===== config.mk =====
export PLATFORM = sky130hd
export DESIGN_NAME = hptw_walker
export DESIGN_NICKNAME = d
export VERILOG_FILES = /design/src/rtl/hptw_pkg.sv /design/src/rtl/hptw_addr.sv /design/src/rtl/hptw_beat_buf.sv /design/src/rtl/hptw_entry_chk.sv /design/src/rtl/hptw_walker.sv
export SDC_FILE = /design/constraint.sdc
export NUM_CORES = 1
export LEC_CHECK = 0
export BUFFER_PORTS_ARGS = -buffer_cell sky130_fd_sc_hd__buf_2
export CAP_MARGIN = 20
export CORE_AREA = 2 2 334 336
export CTS_CLUSTER_DIAMETER = 40
export CTS_CLUSTER_SIZE = 16
export DETAILED_ROUTE_END_ITERATION = 8
export DIE_AREA = 0 0 336 338
export GPL_ROUTABILITY_DRIVEN = 0
export PLACE_DENSITY = 0.53
export SLEW_MARGIN = 20
export SYNTH_ARGS = -nofsm -noshare
export SYNTH_HDL_FRONTEND = slang
export SYNTH_SLANG_ARGS = --single-unit
export TNS_END_PERCENT = 100

===== constraint.sdc =====
create_clock -name clk -period 10.2 [get_ports clk]
set_input_delay 3.06 -clock clk [delete_from_list [all_inputs] [get_ports clk]]
set_output_delay 3.06 -clock clk [all_outputs]
set_load 0.05 [all_outputs]

===== src/rtl/hptw_pkg.sv =====
package hptw_pkg;

  typedef enum logic [2:0] {
    ST_IDLE,
    ST_RD_REQ,
    ST_RD_WAIT,
    ST_CHECK,
    ST_FAULT,
    ST_HOLD
  } walk_st_t;

  localparam logic [2:0] FC_NONE = 3'd0;
  localparam logic [2:0] FC_IMISS = 3'd1;
  localparam logic [2:0] FC_DMISS = 3'd2;
  localparam logic [2:0] FC_XLAT = 3'd3;

  localparam logic [1:0] WALK_PRIV = 2'd0;

endpackage


===== src/rtl/hptw_addr.sv =====
module hptw_addr #(
  parameter int AW = 64,
  parameter int SZW = 6,
  parameter int SH_SHORT = 3,
  parameter int SH_LONG = 5
) (
  input  logic [AW-1:0]  base,
  input  logic [AW-1:0]  index,
  input  logic [SZW-1:0] size_log2,
  input  logic           is_long,
  output logic [AW-1:0]  ent_addr,
  output logic [AW-1:0]  tbl_mask
);
  logic [AW-1:0] shifted;

  always_comb begin
    tbl_mask = (AW'(1) << size_log2) - AW'(1);
    shifted  = is_long ? (index << SH_LONG) : (index << SH_SHORT);
    // low bits replaced, upper bits of the base kept: no carry upward
    ent_addr = (base & ~tbl_mask) | (shifted & tbl_mask);
  end
endmodule


===== src/rtl/hptw_beat_buf.sv =====
module hptw_beat_buf #(
  parameter int BEATS = 4,
  parameter int W = 64,
  parameter int CW = 3
) (
  input  logic              clk,
  input  logic              rst,
  input  logic              wr_en,
  input  logic [CW-1:0]     wr_idx,
  input  logic              swap,
  input  logic [W-1:0]      wr_data,
  output logic [BEATS*W-1:0] rd_flat
);
  localparam int IW = (BEATS > 1) ? $clog2(BEATS) : 1;
  localparam int NBYTE = W / 8;

  logic [W-1:0] swapped;
  logic [W-1:0] mem [BEATS];

  for (genvar g = 0; g < NBYTE; g++) begin : g_swap
    assign swapped[g*8 +: 8] = wr_data[W-8-g*8 +: 8];
  end

  always_ff @(posedge clk) begin
    if (wr_en) mem[wr_idx[IW-1:0]] <= swap ? swapped : wr_data;
  end

  for (genvar b = 0; b < BEATS; b++) begin : g_rd
    assign rd_flat[b*W +: W] = mem[b];
  end

  // a write never targets a beat beyond the entry
  p_idx_in_range_r2: assert property (@(posedge clk) disable iff (rst)
    wr_en |-> (int'(wr_idx) < BEATS))
    else $error("beat index out of range");
endmodule


===== src/rtl/hptw_entry_chk.sv =====
module hptw_entry_chk #(
  parameter int W = 64,
  parameter logic [W-1:0] RSV0_MASK = 64'hFF00_0000_0000_0000,
  parameter logic [W-1:0] RSV1_MASK = 64'h0000_0000_0000_0003,
  parameter int ATTR_LSB = 2
) (
  input  logic [W-1:0] w0,
  input  logic [W-1:0] w1,
  input  logic         is_long,
  output logic         rsv
);
  logic [2:0] attr;
  logic       bad_enc;

  always_comb begin
    attr    = w0[ATTR_LSB +: 3];
    bad_enc = (attr == 3'd2) || (attr == 3'd3);
    rsv     = bad_enc || ((w0 & RSV0_MASK) != '0) ||
              (is_long && ((w1 & RSV1_MASK) != '0));
  end
endmodule


===== src/rtl/hptw_walker.sv =====
module hptw_walker
  import hptw_pkg::*;
#(
  parameter int AW = 64,
  parameter int SZW = 6,
  parameter int BEAT_W = 64,
  parameter int SHORT_BYTES = 8,
  parameter int LONG_BYTES = 32,
  parameter logic [BEAT_W-1:0] RSV0_MASK = 64'hFF00_0000_0000_0000,
  parameter logic [BEAT_W-1:0] RSV1_MASK = 64'h0000_0000_0000_0003,
  parameter int ATTR_LSB = 2,
  localparam int ENT_W = (LONG_BYTES / (BEAT_W / 8)) * BEAT_W
) (
  input  logic              clk,
  input  logic              rst,
  input  logic              req_valid,
  output logic              req_ready,
  input  logic [AW-1:0]     req_vaddr,
  input  logic [AW-1:0]     req_index,
  input  logic [AW-1:0]     req_base,
  input  logic [SZW-1:0]    req_size_log2,
  input  logic              req_long,
  input  logic              req_is_data,
  input  logic              req_spec,
  input  logic              req_uncached,
  input  logic              req_xlat_fault,
  input  logic              req_xlat_miss,
  input  logic              cfg_big_endian,
  input  logic              cfg_ic,
  input  logic              commit,
  input  logic              cancel,
  output logic              mem_rd_valid,
  input  logic              mem_rd_ready,
  output logic [AW-1:0]     mem_rd_addr,
  output logic [1:0]        mem_rd_priv,
  input  logic              mem_data_valid,
  input  logic [BEAT_W-1:0] mem_data,
  input  logic              snp_valid,
  input  logic [AW-1:0]     snp_addr,
  input  logic              pur_valid,
  output logic              pur_ready,
  input  logic [AW-1:0]     pur_lo,
  input  logic [AW-1:0]     pur_hi,
  output logic              ins_valid,
  output logic              ins_long,
  output logic [AW-1:0]     ins_vaddr,
  output logic [ENT_W-1:0]  ins_entry,
  output logic              flt_valid,
  output logic [2:0]        flt_code,
  output logic              done
);
  localparam int BEAT_BYTES = BEAT_W / 8;
  localparam int LONG_BEATS = LONG_BYTES / BEAT_BYTES;
  localparam int CNT_W = $clog2(LONG_BEATS + 1);
  localparam int BEAT_SH = $clog2(BEAT_BYTES);
  localparam int SH_SHORT = $clog2(SHORT_BYTES);
  localparam int SH_LONG = $clog2(LONG_BYTES);

  walk_st_t st;
  logic [AW-1:0] vaddr_q, ent_q, ent_c, mask_c;
  logic          long_q, data_q, spec_q, unc_q, be_q, tear_q;
  logic [2:0]    code_q;
  logic [CNT_W-1:0] beat_q, last_c;
  logic [ENT_W-1:0] flat;
  logic [BEAT_W-1:0] w0, w1;
  logic rsv_c, snp_hit, pur_overlap, wr_en;
  logic [2:0] miss_in, miss_q;

  hptw_addr #(.AW(AW), .SZW(SZW), .SH_SHORT(SH_SHORT), .SH_LONG(SH_LONG)) u_addr (
    .base(req_base), .index(req_index), .size_log2(req_size_log2),
    .is_long(req_long), .ent_addr(ent_c), .tbl_mask(mask_c)
  );

  assign wr_en = (st == ST_RD_WAIT) && mem_data_valid;

  hptw_beat_buf #(.BEATS(LONG_BEATS), .W(BEAT_W), .CW(CNT_W)) u_buf (
    .clk(clk), .rst(rst), .wr_en(wr_en), .wr_idx(beat_q), .swap(be_q),
    .wr_data(mem_data), .rd_flat(flat)
  );

  assign w0 = flat[BEAT_W-1:0];
  assign w1 = flat[2*BEAT_W-1:BEAT_W];

  hptw_entry_chk #(.W(BEAT_W), .RSV0_MASK(RSV0_MASK), .RSV1_MASK(RSV1_MASK),
                   .ATTR_LSB(ATTR_LSB)) u_chk (
    .w0(w0), .w1(w1), .is_long(long_q), .rsv(rsv_c)
  );

  assign miss_in = req_is_data ? FC_DMISS : FC_IMISS;
  assign miss_q  = data_q ? FC_DMISS : FC_IMISS;
  assign last_c  = long_q ? CNT_W'(LONG_BEATS - 1) : '0;
  assign snp_hit = (snp_addr[AW-1:SH_LONG] == ent_q[AW-1:SH_LONG]);

  assign req_ready    = (st == ST_IDLE);
  assign mem_rd_valid = (st == ST_RD_REQ);
  assign mem_rd_addr  = ent_q + (AW'(beat_q) << BEAT_SH);
  assign mem_rd_priv  = WALK_PRIV;

  assign pur_overlap = (pur_lo <= vaddr_q) && (vaddr_q <= pur_hi);
  assign pur_ready   = (st == ST_IDLE) || !pur_overlap;

  always_ff @(posedge clk) begin
    if (rst) begin
      st        <= ST_IDLE;
      vaddr_q   <= '0;
      ent_q     <= '0;
      long_q    <= 1'b0;
      data_q    <= 1'b0;
      spec_q    <= 1'b0;
      unc_q     <= 1'b0;
      be_q      <= 1'b0;
      tear_q    <= 1'b0;
      code_q    <= FC_NONE;
      beat_q    <= '0;
      ins_valid <= 1'b0;
      ins_long  <= 1'b0;
      ins_vaddr <= '0;
      ins_entry <= '0;
      flt_valid <= 1'b0;
      flt_code  <= FC_NONE;
      done      <= 1'b0;
    end else begin
      ins_valid <= 1'b0;
      flt_valid <= 1'b0;
      flt_code  <= FC_NONE;
      done      <= 1'b0;
      case (st)
        ST_IDLE: begin
          if (req_valid) begin
            vaddr_q <= req_vaddr;
            ent_q   <= ent_c;
            long_q  <= req_long;
            data_q  <= req_is_data;
            spec_q  <= req_spec;
            unc_q   <= req_uncached;
            be_q    <= cfg_big_endian;
            beat_q  <= '0;
            tear_q  <= 1'b0;
            if (req_uncached || req_xlat_fault) begin
              code_q <= miss_in;
              st     <= ST_FAULT;
            end else if (req_xlat_miss) begin
              code_q <= cfg_ic ? FC_XLAT : miss_in;
              st     <= ST_FAULT;
            end else begin
              st <= ST_RD_REQ;
            end
          end
        end
        ST_RD_REQ: if (mem_rd_ready) st <= ST_RD_WAIT;
        ST_RD_WAIT: begin
          if (mem_data_valid) begin
            if (beat_q == last_c) st <= ST_CHECK;
            else begin
              beat_q <= beat_q + 1'b1;
              st     <= ST_RD_REQ;
            end
          end
        end
        ST_CHECK: begin
          if (tear_q || rsv_c) begin
            code_q <= miss_q;
            st     <= ST_FAULT;
          end else begin
            ins_valid <= 1'b1;
            ins_long  <= long_q;
            ins_vaddr <= vaddr_q;
            ins_entry <= long_q ? flat : {{(ENT_W-BEAT_W){1'b0}}, w0};
            done      <= 1'b1;
            st        <= ST_IDLE;
          end
        end
        ST_FAULT: begin
          if (spec_q) st <= ST_HOLD;
          else begin
            flt_valid <= 1'b1;
            flt_code  <= code_q;
            done      <= 1'b1;
            st        <= ST_IDLE;
          end
        end
        ST_HOLD: begin
          if (commit) begin
            flt_valid <= 1'b1;
            flt_code  <= code_q;
            done      <= 1'b1;
            st        <= ST_IDLE;
          end else if (cancel) begin
            st <= ST_IDLE;
          end
        end
        default: st <= ST_IDLE;
      endcase
      // torn fetch: store into a long entry once part of it has been read
      if ((st == ST_RD_REQ || st == ST_RD_WAIT) && beat_q != '0 &&
          long_q && snp_valid && snp_hit)
        tear_q <= 1'b1;
    end
  end

  // table base is aligned to the table size (input assumption)
  p_base_aligned_r1: assert property (@(posedge clk) disable iff (rst)
    (req_valid && req_ready) |-> ((req_base & mask_c) == '0))
    else $error("misaligned table base");

  // a read request stays put until accepted
  p_rd_hold_r1: assert property (@(posedge clk) disable iff (rst)
    (mem_rd_valid && !mem_rd_ready) |=> (mem_rd_valid && $stable(mem_rd_addr)))
    else $error("read request dropped or moved");

  // an uncached walk issues no read
  p_no_read_uncached_r5: assert property (@(posedge clk) disable iff (rst)
    (unc_q && st != ST_IDLE) |-> !mem_rd_valid)
    else $error("read issued for uncached table");

  // a purge is only held back while a walk is active
  p_purge_held_r10: assert property (@(posedge clk) disable iff (rst)
    (pur_valid && !pur_ready) |-> (st != ST_IDLE))
    else $error("purge stalled while idle");

  // a held speculative fault stays silent until commit
  p_spec_quiet_r11: assert property (@(posedge clk) disable iff (rst)
    (st == ST_HOLD && !commit) |=> !done)
    else $error("held fault leaked");

  // exactly one result with each done
  p_one_result_r12: assert property (@(posedge clk) disable iff (rst)
    done |-> $onehot({ins_valid, flt_valid}))
    else $error("done without a single result");

  // a fault always carries a code
  p_code_set_r12: assert property (@(posedge clk) disable iff (rst)
    flt_valid |-> (flt_code != FC_NONE))
    else $error("fault without code");

  // done never lasts two cycles
  p_done_pulse_r12: assert property (@(posedge clk) disable iff (rst)
    done |=> !done)
    else $error("done longer than a cycle");
endmodule


==> run metrics <==
area fraction in compound gates after synthesis=0.130; share of the clock period used by the worst path=0.850; die boundary width=336 um; xor/xnor cell area share of the yosys netlist=0.0328; final wirelength=134 mm; kind of path behind the tightest hold check=reg -> reg; result of the run=complete, no violations; setup-violating endpoint count in the final report=0; count of final max-slew check failures=0; final period demand of the worst path=8.67 ns; insertion delay to the later sink of the worst-skew pair=0.72 ns; cell count after synthesis=3,310; top flip-flop cell by instance count after synthesis=sky130_fd_sc_hd__dfxtp_1; pin count of the biggest net entering global routing=184; Placement Cell Area=37,400 um^2; Final Hold Viols=0; number of sinks on the clock net=723; mapped cell area=32,100 um^2; worst supply voltage drop on vdd=0.158 mV; fraction of layout instances using a drive strength above 1=0.286; layout overhead on the synthesized area=30.5%; chip height=338 um; fraction of post-synthesis cell area in the top cell type by area=0.291; Syn Area/Cell=9.69 um^2; Slew headroom=0.232; TritonCTS buffer count=120; simple logic cell fraction of the synthesized area=0.154; Final TNS setup=0 ns; depth of the CTS H-tree=3; synthesis warning total=0; main combinational cell family by area after synthesis=simple AND/OR/NAND/NOR gates; row count=122; highest attainable clock frequency=0.115 GHz; most area-hungry cell type in the Yosys netlist=sky130_fd_sc_hd__dfxtp_1; EDFF count, synth=256; via count=28,400; critical setup path kind=in -> out; setup repair bufs after CTS=0; buffers added on ports=853; post-cts sizing count=0; iteration count of the initial detailed-routing pass=5; proportion of synthesized area in mux cells=0.0481; total global routing overflow=0; Async S/R FF share, synth=0; setup repair after global routing missed its margin=no; worst clock skew on the final layout=0.0832 ns; reported leakage power=17.2 nW; proportion of synthesized chip area in sequential cells=0.531; post-synthesis sequential element count=723; Clk pin slew, worst setup/hold paths=0.04 ns; most instantiated cells after synthesis=575 x sky130_fd_sc_hd__nand2_1, 467 x sky130_fd_sc_hd__dfxtp_1, 414 x sky130_fd_sc_hd__a21oi_1, 256 x sky130_fd_sc_hd__edfxtp_1, 244 x sky130_fd_sc_hd__nand3_1; area of the die=114,000 um^2; Worst Path Arrival=5.61 ns; transition at the pin with the smallest max-transition slack=1.15 ns; crit path max fanout=2; number of fill cells in the layout=11,200; average wire per standard cell=23.4 um; vias per std cell=4.97; CTS tree=built; Post-layout nets=4,698; initial cell density of the core=0.291; hold-fix buffers at CTS=0; kind of end point of the critical path=primary output; Finished Cell Area=41,900 um^2; top-level port count=867; number of design rule violations left after detail routing=0; number of max-capacitance violations reported=0; wire length of the first global-routing pass=187 mm; initial antenna violation count=51; type of element launching the critical path=input port; cell with the most instances after synthesis=sky130_fd_sc_hd__nand2_1; global-route total usage across every layer=0.225; count of routing violations after the opening detailed-route iteration=2,486; power density over cell area=199 nW/um^2; Detail Route Antenna Nets=0; maximum clock path buffer count=3; number of distinct library cell variants in the gate-level netlist after synthesis=72; cell types with the largest area share after synthesis=sky130_fd_sc_hd__dfxtp_1 29%, sky130_fd_sc_hd__edfxtp_1 24%, sky130_fd_sc_hd__nand2_1 6.7%; final HPWL from detailed placement=98.7 mm; CTS root buffer=sky130_fd_sc_hd__clkbuf_16; Worst Path Required=7.14 ns; share of synthesized cell area in full adder, half adder and majority cells=0.0537; area of the core=110,000 um^2; via count of the first global-routing pass=26,800
-- where the power goes --
| group | switching, W | internal (W) | total [W] |
|---|---|---|---|
| registers | 0.000131 | 0.00306 | 0.00320 |
| logic | 0.000586 | 0.000313 | 0.000899 |
| clock network | 0.00165 | 0.00258 | 0.00423 |
| total | 0.00236 | 0.00596 | 0.00832 |
-- sequential cells by signal, indices dropped and copies added, names as in the netlist --
name and count:
st 3, ins_long 1, beat_q 3, long_q 1, flt_code 2, code_q 2
vaddr_q 64, be_q 1, flt_valid 1, u_buf.mem 256, ins_vaddr 64, ent_q 64
spec_q 1, ins_valid 1, ins_entry 256, done 1, data_q 1, tear_q 1
-- layout by cell type (no fill, tap or decap), drive strengths merged, types with 91 or more instances in the layout --
cell type,synthesis,routed
dfxtp,467,467
buf,53,872
a21oi,414,414
nand2,575,575
nor2,91,91
edfxtp,256,256
o21ai,116,116
nand3,244,244
ha,136,136
inv,154,182
clkbuf,163,140
-- layout make-up --
type,instances,area (um^2),area share
sequential,723,17000,0.407
multi-input combinational,2218,13500,0.322
timing repair buffer,872,4460,0.107
clock buffer,140,3210,0.0767
tap,1488,1860,0.0445
clock inverter,90,1120,0.0267
inverter,155,582,0.0139
antenna,36,90.1,0.00215
-- cell families after synthesis --
group,after synthesis
compound gates,714
fa+ha+maj,137
flops,723
other cells,1
xor+xnor,120
simple gates,1100
buf+inv,371
mux,144
-- worst max-delay path: stages --
cell,delay [ns]
sky130_fd_sc_hd__buf_2,0.11
sky130_fd_sc_hd__ha_1,0.29
sky130_fd_sc_hd__nand4_1,0.14
sky130_fd_sc_hd__nor2_1,0.24
sky130_fd_sc_hd__nand3_1,0.20
sky130_fd_sc_hd__or3_1,0.48
sky130_fd_sc_hd__nor4_1,0.47
sky130_fd_sc_hd__nor3_1,0.11
sky130_fd_sc_hd__a211o_1,0.29
sky130_fd_sc_hd__buf_2,0.22
-- routing by layer --
layer  vias to the layer above  part of all wire  GRT usage
met5                         -           0.00093          0
met4                        20             0.039     0.0925
met3                       261             0.091     0.0668
met2                      1219              0.44      0.343
met1                     13600              0.43      0.298
li1                      13300                 -          -
-- per-stage QoR --
stage / utilization / hold slack [ns] / total power [W] / worst slack, ns / cells
2_1_floorplan: - / 0.422 / 0.00374 / 2.21 / 3312
3_3_place_gp: 0.340 / 0.434 / 0.00414 / 1.53 / 5456
3_5_place_dp: 0.340 / 0.440 / 0.00414 / 1.49 / 5456
4_1_cts: 0.379 / 0.449 / 0.00839 / 1.48 / 5686
5_1_grt: 0.380 / 0.461 / 0.00860 / 1.38 / 5709
6_report: 0.380 / 0.445 / 0.00832 / 1.53 / 5722
-- path summary, 6_finish.rpt --
check / from / end / slack, ns / cells past startpoint
setup / recovery: pur_lo[62] / pur_ready / 1.53 / 10
hold / removal: ins_entry[70] / ins_entry[70] / 0.45 / 2
setup reg to reg: u_buf.mem[0][57] / ins_entry[191] / 5.86 / 7
hold reg to reg: ins_entry[70] / ins_entry[70] / 0.45 / 2
No activity file was read; power rests on OpenSTA's default activity.
